File: config.mk
export PLATFORM = sky130hd
export DESIGN_NAME = pingpong_dma_addr
export DESIGN_NICKNAME = d
export VERILOG_FILES = /design/src/rtl/pingpong_dma_addr.sv
export SDC_FILE = /design/constraint.sdc
export NUM_CORES = 1
export LEC_CHECK = 0
export BUFFER_PORTS_ARGS = -buffer_cell sky130_fd_sc_hd__buf_2
export CAP_MARGIN = 20
export CORE_AREA = 10 10 193 159
export CTS_CLUSTER_DIAMETER = 100
export DETAILED_ROUTE_END_ITERATION = 6
export DIE_AREA = 0 0 203 169
export HOLD_SLACK_MARGIN = 0.06
export PLACE_DENSITY = 0.49
export SKIP_CTS_REPAIR_TIMING = 1
export SLEW_MARGIN = 10
export SYNTH_ARGS = -nofsm -noshare
export SYNTH_HDL_FRONTEND = slang
export SYNTH_SLANG_ARGS = --single-unit
File: constraint.sdc
create_clock -name clk -period 12.85 [get_ports clk]
set_input_delay 1.9275 -clock clk [delete_from_list [all_inputs] [get_ports clk]]
set_output_delay 1.9275 -clock clk [all_outputs]
set_load 0.02 [all_outputs]
File: src/rtl/pingpong_dma_addr.sv
module pingpong_dma_addr #(
  parameter int ADDR_W = 32,
  parameter int LEN_W  = 16,
  parameter int SEL_W  = 4
) (
  input  logic              clk,
  input  logic              rst_n,
  input  logic              reg_wr,
  input  logic [SEL_W-1:0]  reg_sel,
  input  logic [ADDR_W-1:0] reg_wdata,
  output logic [ADDR_W-1:0] reg_rdata,
  input  logic              smp_req,
  output logic              fetch_stb,
  output logic [ADDR_W-1:0] fetch_addr,
  output logic              play_irq
);

  localparam logic [SEL_W-1:0] S_CTL  = SEL_W'(0);
  localparam logic [SEL_W-1:0] S_IRQ  = SEL_W'(1);
  localparam logic [SEL_W-1:0] S_BASA = SEL_W'(2);
  localparam logic [SEL_W-1:0] S_BASB = SEL_W'(3);
  localparam logic [SEL_W-1:0] S_LENA = SEL_W'(4);
  localparam logic [SEL_W-1:0] S_LENB = SEL_W'(5);
  localparam logic [SEL_W-1:0] S_POS  = SEL_W'(6);
  localparam logic [SEL_W-1:0] S_OFS  = SEL_W'(7);
  localparam logic [SEL_W-1:0] S_FMT  = SEL_W'(8);
  localparam logic [5:0]       FMT_RST = 6'h10;

  logic [5:0]        ctl;
  logic [5:0]        fmt;
  logic [1:0]        done;
  logic [ADDR_W-1:0] base [2];
  logic [LEN_W-1:0]  size [2];
  logic [LEN_W-1:0]  ofs;
  logic              act;

  logic              go;
  logic [1:0]        shift;
  logic [2:0]        step;
  logic [LEN_W:0]    nxt;
  logic              wrap;
  logic [1:0]        fin;
  logic [1:0]        ack;
  logic [ADDR_W-1:0] cur_pos;

  assign go      = smp_req & ctl[0];
  assign shift   = {1'b0, fmt[4]} + {1'b0, fmt[5]};
  assign step    = 3'b001 << shift;
  assign nxt     = {1'b0, ofs} + (LEN_W+1)'(step);
  assign wrap    = nxt >= {1'b0, size[act]};
  assign fin     = (go && wrap) ? (act ? 2'b10 : 2'b01) : 2'b00;
  assign ack     = (reg_wr && reg_sel == S_IRQ) ? reg_wdata[2:1] : 2'b00;
  assign cur_pos = base[act] + ADDR_W'(ofs);
  assign play_irq = |done;

  always_ff @(posedge clk) begin
    if (!rst_n) begin
      ctl        <= '0;
      fmt        <= FMT_RST;
      done       <= '0;
      base[0]    <= '0;
      base[1]    <= '0;
      size[0]    <= '0;
      size[1]    <= '0;
      ofs        <= '0;
      act        <= 1'b0;
      fetch_stb  <= 1'b0;
      fetch_addr <= '0;
    end else begin
      if (reg_wr) begin
        case (reg_sel)
          S_CTL:  ctl     <= reg_wdata[5:0];
          S_FMT:  fmt     <= reg_wdata[5:0];
          S_BASA: base[0] <= reg_wdata;
          S_BASB: base[1] <= reg_wdata;
          S_LENA: size[0] <= reg_wdata[LEN_W-1:0];
          S_LENB: size[1] <= reg_wdata[LEN_W-1:0];
          default: ;
        endcase
      end
      done      <= (done & ~ack) | fin;
      fetch_stb <= go;
      if (go) begin
        fetch_addr <= cur_pos;
        if (wrap) begin
          ofs <= '0;
          act <= ~act;
        end else begin
          ofs <= nxt[LEN_W-1:0];
        end
      end
    end
  end

  always_comb begin
    case (reg_sel)
      S_CTL:   reg_rdata = ADDR_W'(ctl);
      S_IRQ:   reg_rdata = ADDR_W'({done, 1'b0});
      S_BASA:  reg_rdata = base[0];
      S_BASB:  reg_rdata = base[1];
      S_LENA:  reg_rdata = ADDR_W'(size[0]);
      S_LENB:  reg_rdata = ADDR_W'(size[1]);
      S_POS:   reg_rdata = cur_pos;
      S_OFS:   reg_rdata = ADDR_W'(ofs);
      S_FMT:   reg_rdata = ADDR_W'(fmt);
      default: reg_rdata = '0;
    endcase
  end

  AST_PAUSE_HOLDS: assert property (@(posedge clk) disable iff (!rst_n)
    !$past(ctl[0]) |-> ($stable(ofs) && $stable(act) && !fetch_stb));

  AST_STEP_SIZE: assert property (@(posedge clk) disable iff (!rst_n)
    (fetch_stb && act == $past(act)) |->
      ((ofs - $past(ofs)) == LEN_W'(1) || (ofs - $past(ofs)) == LEN_W'(2) ||
       (ofs - $past(ofs)) == LEN_W'(4)));

  AST_SWITCH_FLAGS: assert property (@(posedge clk) disable iff (!rst_n)
    (act != $past(act)) |-> ($past(act) ? done[1] : done[0]));

  AST_NO_SILENT_WRAP: assert property (@(posedge clk) disable iff (!rst_n)
    (ofs == '0 && $past(ofs) != '0) |-> (act != $past(act)));

  AST_IRQ_RISE_CAUSE: assert property (@(posedge clk) disable iff (!rst_n)
    $rose(play_irq) |-> (act != $past(act)));

  AST_IRQ_UNUSED_ZERO: assert property (@(posedge clk) disable iff (!rst_n)
    (reg_sel == S_IRQ) |-> (reg_rdata[ADDR_W-1:3] == '0 && !reg_rdata[0]));

endmodule

==> out/summary.txt, run 1 <==
final slew viol count: 0
FMAX: 154 MHz
Port Buf Inserts: 105
clock share of power: 0.412
Core ar.: 26,800 um2
I/O pin cnt: 106
layout net count: 1,076
Detailed Place HPWL: 21,900 um
mux cell area share after synthesis: 0.0965
XOR/XNOR Fraction of Synth Area: 0.0381
DR pass1 iterations: 5
DP Cell Count: 1,341
clock latency on the worst-skew pair: 440 ps
die extent in y: 169 um
most frequent cells in the layout: buf_2, edfxtp_1, nand2_1
post-synthesis simple-gate area fraction: 0.161
Startpoint Class: flop
Clock Path Buffers: 2
skew final: 11.3 ps
Comb pwr share: 0.098
clk sink count: 161
Post-Synth Adder-Cell Area: 0.0547
TritonCTS clock tree: yes
WL final: 29,300 um
complex-gate fraction of the synthesized area: 0.165
CTS Root Cell: clkbuf_16
Max-Cap Viols: 0
RSZ-0062 raised after global routing: false
GP Congestion: 0.896
share of layout cells above drive strength 1: 0.191
Mapped Avg Cell Area: 10.1 um2
EDFF count, synth: 96
total grt overflow: 0
CTS clk-pin slew, worst paths: 60 ps
most common cell after layout, fill and taps aside: buf_2
#FFs+latches synth: 161
DRT iter0 DRCs: 622
status: finished clean
arrival time worst endpoint: 4570 ps
Int Pwr: 867 uW
setup total negative slack: 0 ps
power per cell area: 111 nW/um2
htree depth: 4
hold path startpoint: fetch_addr[15]$_SDFFE_PN0P_
Cells after Synth: 911
Crit. End Element: output port
Seq/Total Area, Yosys: 0.455
LEAKAGE: 0.00426 uW
Residual DRC: 0
Net Switching: 316 uW
max_slew headroom: 0.342
worst reg2reg startpoint: fmt[5]$_SDFFE_PN0P_
CP Class: reg -> out
Synth Cell Area: 9200 um2
crit share post-route: 0.506
initial core utilization: 0.343
Fin. Hold Viols: 0
global-route wire length before repair: 44,700 um
sw frac: 0.267
worst slew pin tran: 974 ps
routed len/inst: 21.3 um
crit path time final: 6500 ps
sequential power share: 0.490
pin count of the biggest net entering global routing: 46
CTS buffer count: 17
GRT Util Overall: 0.170
antenna violations before repair: 0
number of global-route vias before repair: 7,349
Syn Nets: 990
area delta synth->final: 15.6%
total number of placement rows: 54
# diodes: 0
final std cells w/o fill: 1,374
die area: 34,300 um2
Via-to-Cell Ratio: 5.42
Hold Crit Class: reg -> reg
Netlist cell types: 68
Synth async-reset ratio: 0
Final ANT Viol Nets: 0
largest family of logic cells by synthesized area: compound AO/OA/AOI/OAI gates
R2R setup slack: 8470 ps
Most used DFF post-synth: edfxtp_1
routed via count: 7,444
CP Data Required Time: 10,920 ps
Die Width: 203 um
Post-Route Utilization: 0.396
Yosys warnings: 0
Max rail drop VDD: 91.1 uV
Setup-failing EPs final: 0
CP max FO: 33
[worst paths after layout]
| path | endpoint | depth (start not counted) |
|---|---|---|
| worst max-delay path | reg_rdata[24] | 11 |
| worst min-delay path | fetch_addr[15]$_SDFFE_PN0P_ | 2 |
| worst max register to register | flop | 16 |
| worst min register to register | fetch_addr[15]$_SDFFE_PN0P_ | 2 |
[final cells by class]
class | count | area, um2
fillers | 2688 | 16200
clock buffers | 19 | 453
well taps | 364 | 455
multi-input cells | 682 | 4750
clock inverters | 13 | 101
inverters | 17 | 63.8
flip-flops and latches | 161 | 4190
repair buffers | 118 | 621
[through the flow]
step	setup slack, ps	area, um2	power [uW]	hold WS [ps]
2_1_floorplan	7120	9200	661	436
3_3_place_gp	6740	10100	708	438
3_5_place_dp	6720	10100	707	440
4_1_cts	6320	10600	1190	455
5_1_grt	6050	10600	1230	475
6_report	6350	10600	1180	449
[layer usage]
metal / GRT usage / vias to the layer above / share of wire / routed length [um]
met3: 0.0374 / 30 / 0.057 / 1680
met4: 0.0547 / 0 / 0.016 / 473
met1: 0.235 / 3592 / 0.49 / 14300
met5: 0 / - / 0 / 0
met2: 0.256 / 240 / 0.44 / 12900
li1: - / 3582 / - / -
[state kept, by name, indices dropped and copies added, names as in the netlist, named ones only]
register    flops
ctl             6
fetch_addr     32
act             1
fmt             6
ofs            16
base           64
fetch_stb       1
size           32
done            2
[power groups by stage]
stage | sequential [uW] | combinational [uW] | clock, uW
after detailed placement | 591 | 116 | 0
after floorplan | 587 | 73.4 | 0
after global routing | 582 | 126 | 518
after global placement | 591 | 117 | 0
after CTS | 580 | 117 | 497
final | 580 | 116 | 488
[logic make-up (layout without fill, tap and decap cells)]
kind of cell,Yosys count,in the layout
flops,161,161
xor+xnor,40,40
simple gates,297,297
mux,86,86
compound gates,220,220
buf+inv,68,167
fa+ha+maj,39,39
[Yosys cell counts (17+ instances only)]
| master | count | area [um2] |
|---|---|---|
| edfxtp_1 | 96 | 2880 |
| nand2_1 | 87 | 327 |
| dfxtp_1 | 65 | 1300 |
| mux2i_1 | 64 | 641 |
| and2_1 | 58 | 363 |
| nor2_1 | 52 | 195 |
| a21oi_1 | 50 | 250 |
| o21ai_0 | 38 | 190 |
| ha_1 | 37 | 463 |
| nand3_1 | 36 | 180 |
| clkbuf_1 | 35 | 131 |
| xnor2_1 | 23 | 201 |
| mux2_2 | 22 | 248 |
| xor2_1 | 17 | 149 |
[critical path, cell delays in order, from the launching register on]
cell       delay [ps]
dfxtp_2           970
buf_4             500
mux2_2            390
ha_1              460
and3_1            280
o2111ai_1         170
o32ai_2           260
a21oi_1           180
or4_1             550
nand3_1           100
o21ai_1            60
buf_2             170
Note: power is estimated with default switching activity, not from simulation.
==> run 2, diff against run 1 <==
- ABC_AREA: unset -> 1
- CORE_AREA: 10 10 193 159 -> 10 10 196 161
- DIE_AREA: 0 0 203 169 -> 0 0 206 171
- clock period: 12.85 -> 6.5 ns (I/O delays scaled with it)
==> out/summary.txt, run 2 <==
clock latency on the worst-skew pair: 440 ps (about the same)
Post-Route Utilization: 0.397 (was 0.396)
registers with the most flip-flops: base: 64 flops, fetch_addr: 32 flops, size: 32 flops (unchanged)
WHS Endpoint: ctl[2]$_SDFFE_PN0P_ (was fetch_addr[15]$_SDFFE_PN0P_)
CP Buf/Inv Count: 2 (unchanged)
Mapped Avg Cell Area: 7.76 um2 (was 10.1 um2)
DRT iter0 DRCs: 868 (was 622)
power per cell area: 218 nW/um2 (was 111 nW/um2)
GR Util met2: 0.244 (was 0.256)
Core ar.: 27,800 um2 (was 26,800 um2)
Most used DFF post-synth: edfxtp_1 (unchanged)
share of layout cells above drive strength 1: 0.147 (was 0.191)
post-synth top area share: 0.301 (was 0.313)
Max-Cap Viols: 0 (unchanged)
skew final: 12.6 ps (was 11.3 ps)
Clock Path Buffers: 2 (unchanged)
count leader, synth: nand2_1 (was edfxtp_1)
GR peak layer: met1 (was met2)
total grt overflow: 0 (unchanged)
Max rail drop VDD: 181 uV (was 91.1 uV)
EDFF count, synth: 96 (unchanged)
crit path time final: 4750 ps
worst reg-to-reg path cell count: 20 (was 16)
worst reg2reg startpoint: fmt[5]$_SDFFE_PN0P_ (unchanged)
Yosys warnings: 0 (unchanged)
crit-path max cell delay: 450 ps (was 970 ps)
final slew viol count: 0 (unchanged)
worst slew pin tran: 925 ps (was 974 ps)
setup total negative slack: 0 ps (unchanged)
CTS Root Cell: clkbuf_16 (unchanged)
arrival time worst endpoint: 3780 ps (was 4570 ps)
Crit. End Element: output port (unchanged)
#FFs+latches synth: 161 (unchanged)
RSZ-0062 raised after global routing: false (unchanged)
Slowest cell on crit path: o21ai_0 (was dfxtp_2)
CP Class: reg -> out (unchanged)
pin count of the biggest net entering global routing: 90 (was 46)
Most flops, register: base (unchanged)
die area: 35,200 um2 (was 34,300 um2)
Synth async-reset ratio: 0 (unchanged)
GP Congestion: 0.923 (was 0.896)
global-route wire length before repair: 49,800 um (was 44,700 um)
antenna violations before repair: 0 (unchanged)
most frequent cells in the layout: nand2_1, inv_1, nor2_1 (was buf_2, edfxtp_1, nand2_1)
Synth top cells by count: nand2_1, inv_1, nor2_1, edfxtp_1, o21ai_0 (was edfxtp_1, nand2_1, dfxtp_1, mux2i_1, and2_1)
R2R setup slack: 2490 ps (was 8470 ps)
Most Frequent Cell on Critical Path: nand2_1
Hold Crit Class: reg -> reg (unchanged)
Setup-failing EPs final: 0 (unchanged)
Worst path top cell family by delay: compound AO/OA/AOI/OAI gates (was flip-flops)
routed len/inst: 19.4 um (was 21.3 um)
CTS clk-pin slew, worst paths: 80 ps (was 60 ps)
Residual DRC: 0 (unchanged)
max_slew headroom: 0.382 (was 0.342)
area leader, netlist: edfxtp_1 (unchanged)
I/O pin cnt: 106 (unchanged)
Seq/Total Area, Yosys: 0.437 (was 0.455)
layout net count: 1,403 (was 1,076)
CP Data Required Time: 5520 ps (was 10,920 ps)
Synth Cell Area: 9570 um2 (was 9200 um2)
total number of placement rows: 55 (was 54)
most common cell after layout, fill and taps aside: nand2_1 (was buf_2)
hold path startpoint: ctl[2]$_SDFFE_PN0P_ (was fetch_addr[15]$_SDFFE_PN0P_)
Via-to-Cell Ratio: 5.03 (was 5.42)
clk sink count: 161 (unchanged)
# diodes: 0 (unchanged)
R2R Path End: act$_SDFFE_PN0P_
htree depth: 4 (unchanged)
status: finished clean (unchanged)
TritonCTS clock tree: yes (unchanged)
number of global-route vias before repair: 7,882 (was 7,349)
die extent in y: 171 um (was 169 um)
GR met1 Demand/Resource: 0.308 (was 0.235)
Die Width: 206 um (was 203 um)
LEAKAGE: 0.00502 uW (was 0.00426 uW)
Fin. Hold Viols: 0 (unchanged)
Startpoint Class: flop (unchanged)
Cells after Synth: 1,233 (was 911)
Detailed Place HPWL: 25,400 um (was 21,900 um)
routed via count: 8,584 (was 7,444)
Design Area, Final: 11,000 um2 (was 10,600 um2)
met3 usage: 0.0293 (was 0.0374)
initial core utilization: 0.344 (was 0.343)
Syn Nets: 1,312 (was 990)
CP max FO: 89 (was 33)
dpl cell area: 10,500 um2 (was 10,100 um2)
FMAX: 210 MHz
CP Depth: 14 (was 11)
WL final: 33,100 um (was 29,300 um)
crit path cell chain: buf_12 -> o21ai_0 -> ha_1 -> fa_1 -> nand2_1 -> nand2_1 -> o21ai_2 -> o21ai_0 -> nand2_1 -> nand2_1 -> xor2_1 -> nand2_1 -> o2111ai_1 -> buf_2 (was buf_4 -> mux2_2 -> ha_1 -> and3_1 -> o2111ai_1 -> o32ai_2 -> a21oi_1 -> or4_1 -> nand3_1 -> o21ai_1 -> buf_2)
crit share post-route: 0.731
Port Buf Inserts: 105 (unchanged)
CTS buffer count: 17 (unchanged)
Final ANT Viol Nets: 0 (unchanged)
largest cells by area after synthesis: edfxtp_1, dfxtp_1, nand2_1 (was edfxtp_1, dfxtp_1, mux2i_1)
DR pass1 iterations: 5 (unchanged)
Netlist cell types: 47 (was 68)
GRT Util Overall: 0.187 (was 0.170)
max FFs per register: 64 (unchanged)
area delta synth->final: 15.3% (was 15.6%)
cell depth of the worst min-delay path: 2 (unchanged)
==> run 2: stage by stage <==
step,cells,total power [uW],setup slack (ps),hold WS (ps)
after floorplan,1233,1300,1980,430
after global placement,1675,1410,2240,468
after detailed placement,1675,1410,2240,476
after CTS,1707,2440,1750,486
after global routing,1707,2510,1490,508
final,1707,2410,1750,485
==> run 2: layer usage <==
metal,wire (um),up-vias
li1,-,4257
met1,17800,4022
met2,12600,288
met3,2420,17
met4,239,0
met5,0,-
==> run 2: tightest hold or removal path, stage by stage, from the launching register on <==
cell	delay (ps)
dfxtp_1	300
inv_1	80
a21oi_1	60
==> run 2: report_power, final <==
part           internal, uW  switching, uW  total (uW)
sequential             1120           22.1        1140
combinational          66.4            179         245
clock                   516            508        1020
==> run 2: layout make-up <==
type	count	area [um2]
clock buffer	17	425
clock inverter	15	156
tap	370	463
inverter	192	721
multi-input combinational	837	4480
fill	2983	16800
sequential	161	4190
timing repair buffer	115	613
==> run 2: worst max path at each step <==
| stage | end | slack (ps) | startpoint |
|---|---|---|---|
| finish | reg_rdata[10] | 1750 | flop |
| global route | reg_rdata[10] | 1490 | flop |
| CTS | reg_rdata[10] | 1750 | flop |
| detailed placement | reg_rdata[10] | 2240 | flop |
| global placement | reg_rdata[10] | 2240 | flop |
| floorplan | base[1][0]$_DFFE_PP_ | 1980 | reg_sel[3] |
==> run 2: cell families (layout without fill, tap and decap cells) <==
| logic type | Yosys count | in the layout | share of synthesized area |
|---|---|---|---|
| AND/OR/NAND/NOR | 533 | 533 | 0.238 |
| adder cells (fa/ha/maj) | 39 | 39 | 0.0525 |
| AO/OA/AOI/OAI | 229 | 229 | 0.141 |
| buffers and inverters | 235 | 339 | 0.0974 |
| flip-flops | 161 | 161 | 0.437 |
| multiplexers | 7 | 7 | 0.00745 |
| XOR/XNOR | 29 | 29 | 0.0265 |
==> run 3, diff against run 2 <==
- PLACE_DENSITY: 0.49 -> 0.51
- clock period: 6.5 -> 4.3 ns (I/O delays scaled with it)
==> out/summary.txt, run 3 (synthesis gave the netlist of run 2 again) <==
area delta synth->final: 16.1% (was 15.3%)
die area: 35,200 um2 (unchanged)
Max rail drop VDD: 265 uV (was 181 uV)
setup ws final: 318 ps (was 1750 ps)
clock latency on the worst-skew pair: 430 ps (was 440 ps)
dpl ws: 472 ps (was 2240 ps)
clk sink count: 161 (unchanged)
max FFs per register: 64 (unchanged)
Port Buf Inserts: 105 (unchanged)
CTS clk-pin slew, worst paths: 80 ps (about the same)
met2 layer wire length in the routed design: 13,000 um (was 12,600 um)
Register Area: 4190 um2 (about the same)
most common cell after layout, fill and taps aside: nand2_1 (unchanged)
GP Congestion: 0.954 (was 0.923)
Design Area, Final: 11,100 um2 (was 11,000 um2)
CTS Root Cell: clkbuf_16 (unchanged)
met3 wire length: 2760 um (was 2420 um)
Via-to-Cell Ratio: 5.06 (was 5.03)
status: finished clean (unchanged)
registers with the most flip-flops: base: 64 flops, fetch_addr: 32 flops, size: 32 flops (unchanged)
layout net count: 1,412 (was 1,403)
total grt overflow: 0 (unchanged)
power per cell area: 323 nW/um2 (was 218 nW/um2)
Detailed Place HPWL: 26,100 um (was 25,400 um)
most frequent cells in the layout: nand2_1, inv_1, nor2_1 (unchanged)
crit-path max cell delay: 460 ps (was 450 ps)
routed via count: 8,677 (was 8,584)
worst slew pin tran: 879 ps (was 925 ps)
Clock Path Buffers: 2 (unchanged)
Setup-failing EPs final: 0 (unchanged)
Most flops, register: base (unchanged)
# diodes: 0 (unchanged)
global-route wire length before repair: 49,900 um (was 49,800 um)
CP Class: reg -> out (unchanged)
Die Width: 206 um (unchanged)
CP max FO: 21 (was 89)
R2R setup slack: 420 ps (was 2490 ps)
CTS buffer count: 17 (unchanged)
skew final: 13.2 ps (was 12.6 ps)
crit path cell chain: buf_4 -> o21ai_0 -> ha_1 -> nand2_1 -> nor2_1 -> nand3_1 -> o21ai_0 -> xor2_1 -> nand2_1 -> nand4_1 -> buf_2 (was buf_12 -> o21ai_0 -> ha_1 -> fa_1 -> nand2_1 -> nand2_1 -> o21ai_2 -> o21ai_0 -> nand2_1 -> nand2_1 -> xor2_1 -> nand2_1 -> o2111ai_1 -> buf_2)
Residual DRC: 0 (unchanged)
Multi-input gate area: 4470 um2 (was 4480 um2)
arrival time worst endpoint: 3340 ps (was 3780 ps)
DRT iter0 DRCs: 901 (was 868)
Fin. Hold Viols: 0 (unchanged)
Slowest cell on crit path: dfxtp_4 (was o21ai_0)
M1 wire length: 17,200 um (was 17,800 um)
LEAKAGE: 0.00506 uW (was 0.00502 uW)
WL final: 33,200 um (was 33,100 um)
routed len/inst: 19.4 um (about the same)
Max Used Layer: met4 (unchanged)
fill cell count: 3,000 (was 2,983)
crit share post-route: 0.926
I/O pin cnt: 106 (unchanged)
share of layout cells above drive strength 1: 0.152 (was 0.147)
CP Data Required Time: 3650 ps (was 5520 ps)
final slew viol count: 0 (unchanged)
Max-Cap Viols: 0 (unchanged)
total number of placement rows: 55 (unchanged)
Crit. End Element: output port (unchanged)
DP Cell Count: 1,683 (was 1,675)
pin count of the biggest net entering global routing: 57 (was 90)
initial core utilization: 0.344 (unchanged)
worst hold slack: 461 ps (was 485 ps)
crit path time final: 3980 ps
Startpoint Class: flop (unchanged)
TritonCTS clock tree: yes (unchanged)
GRT Util Overall: 0.187 (about the same)
final std cells w/o fill: 1,716 (was 1,707)
Core ar.: 27,800 um2 (unchanged)
RSZ-0062 raised after global routing: false (unchanged)
antenna violations before repair: 0 (unchanged)
dpl cell area: 10,500 um2 (about the same)
number of global-route vias before repair: 8,002 (was 7,882)
max_slew headroom: 0.412 (was 0.382)
DR pass1 iterations: 7 (was 5)
setup total negative slack: 0 ps (unchanged)
die extent in y: 171 um (unchanged)
htree depth: 4 (unchanged)
FMAX: 251 MHz
Final ANT Viol Nets: 0 (unchanged)
Hold Crit Class: reg -> reg (unchanged)
run 3: changes by cell type in the layout (fill, tap and decap cells not counted), sizes merged:
cell | previous run | this run
clkinvlp | 0 | 2
clkinv | 9 | 6
buf | 115 | 124
clkbuf | 17 | 18
run 3: critical path: cells and delay by family (launching register included):
kind,cells,cell delay [ps]
AO/OA/AOI/OAI,2,590
flip-flops,1,460
adder cells (fa/ha/maj),1,390
AND/OR/NAND/NOR,5,580
buffers and inverters,2,450
XOR/XNOR,1,410
run 3: area by class of cell:
cell class / instances / area share
Clock buffer: 18 / 0.0386
Clock inverter: 14 / 0.0124
Inverter: 192 / 0.0648
Multi-Input combinational cell: 837 / 0.402
Sequential cell: 161 / 0.377
Tap cell: 370 / 0.0417
Timing Repair Buffer: 124 / 0.0634
run 3: metal layers:
layer	up-vias	GRT usage
li1	4284	-
met1	4043	0.294
met2	333	0.249
met3	17	0.0416
met4	0	0.0405
met5	-	0
run 3: path summary, 6_finish.rpt:
path,startpoint,to,cells after the start
worst min-delay path,ctl[2]$_SDFFE_PN0P_,ctl[2]$_SDFFE_PN0P_,2
worst max-delay path,flop,reg_rdata[13],11
worst min register to register,ctl[2]$_SDFFE_PN0P_,ctl[2]$_SDFFE_PN0P_,2
worst max register to register,fmt[5]$_SDFFE_PN0P_,flop,19
run 3: where the power goes:
group | leakage (uW) | switching [uW] | internal [uW] | total (uW)
logic | 0.00334 | 266 | 105 | 371
registers | 0.00144 | 38.4 | 1690 | 1730
clock network | 0.000273 | 717 | 771 | 1490
run 3: metrics by stage:
stage / utilization / power (uW)
final: 0.400 / 3590
after global routing: 0.400 / 3730
after CTS: 0.399 / 3630
after detailed placement: 0.379 / 2140
after global placement: 0.378 / 2130
after floorplan: - / 1970
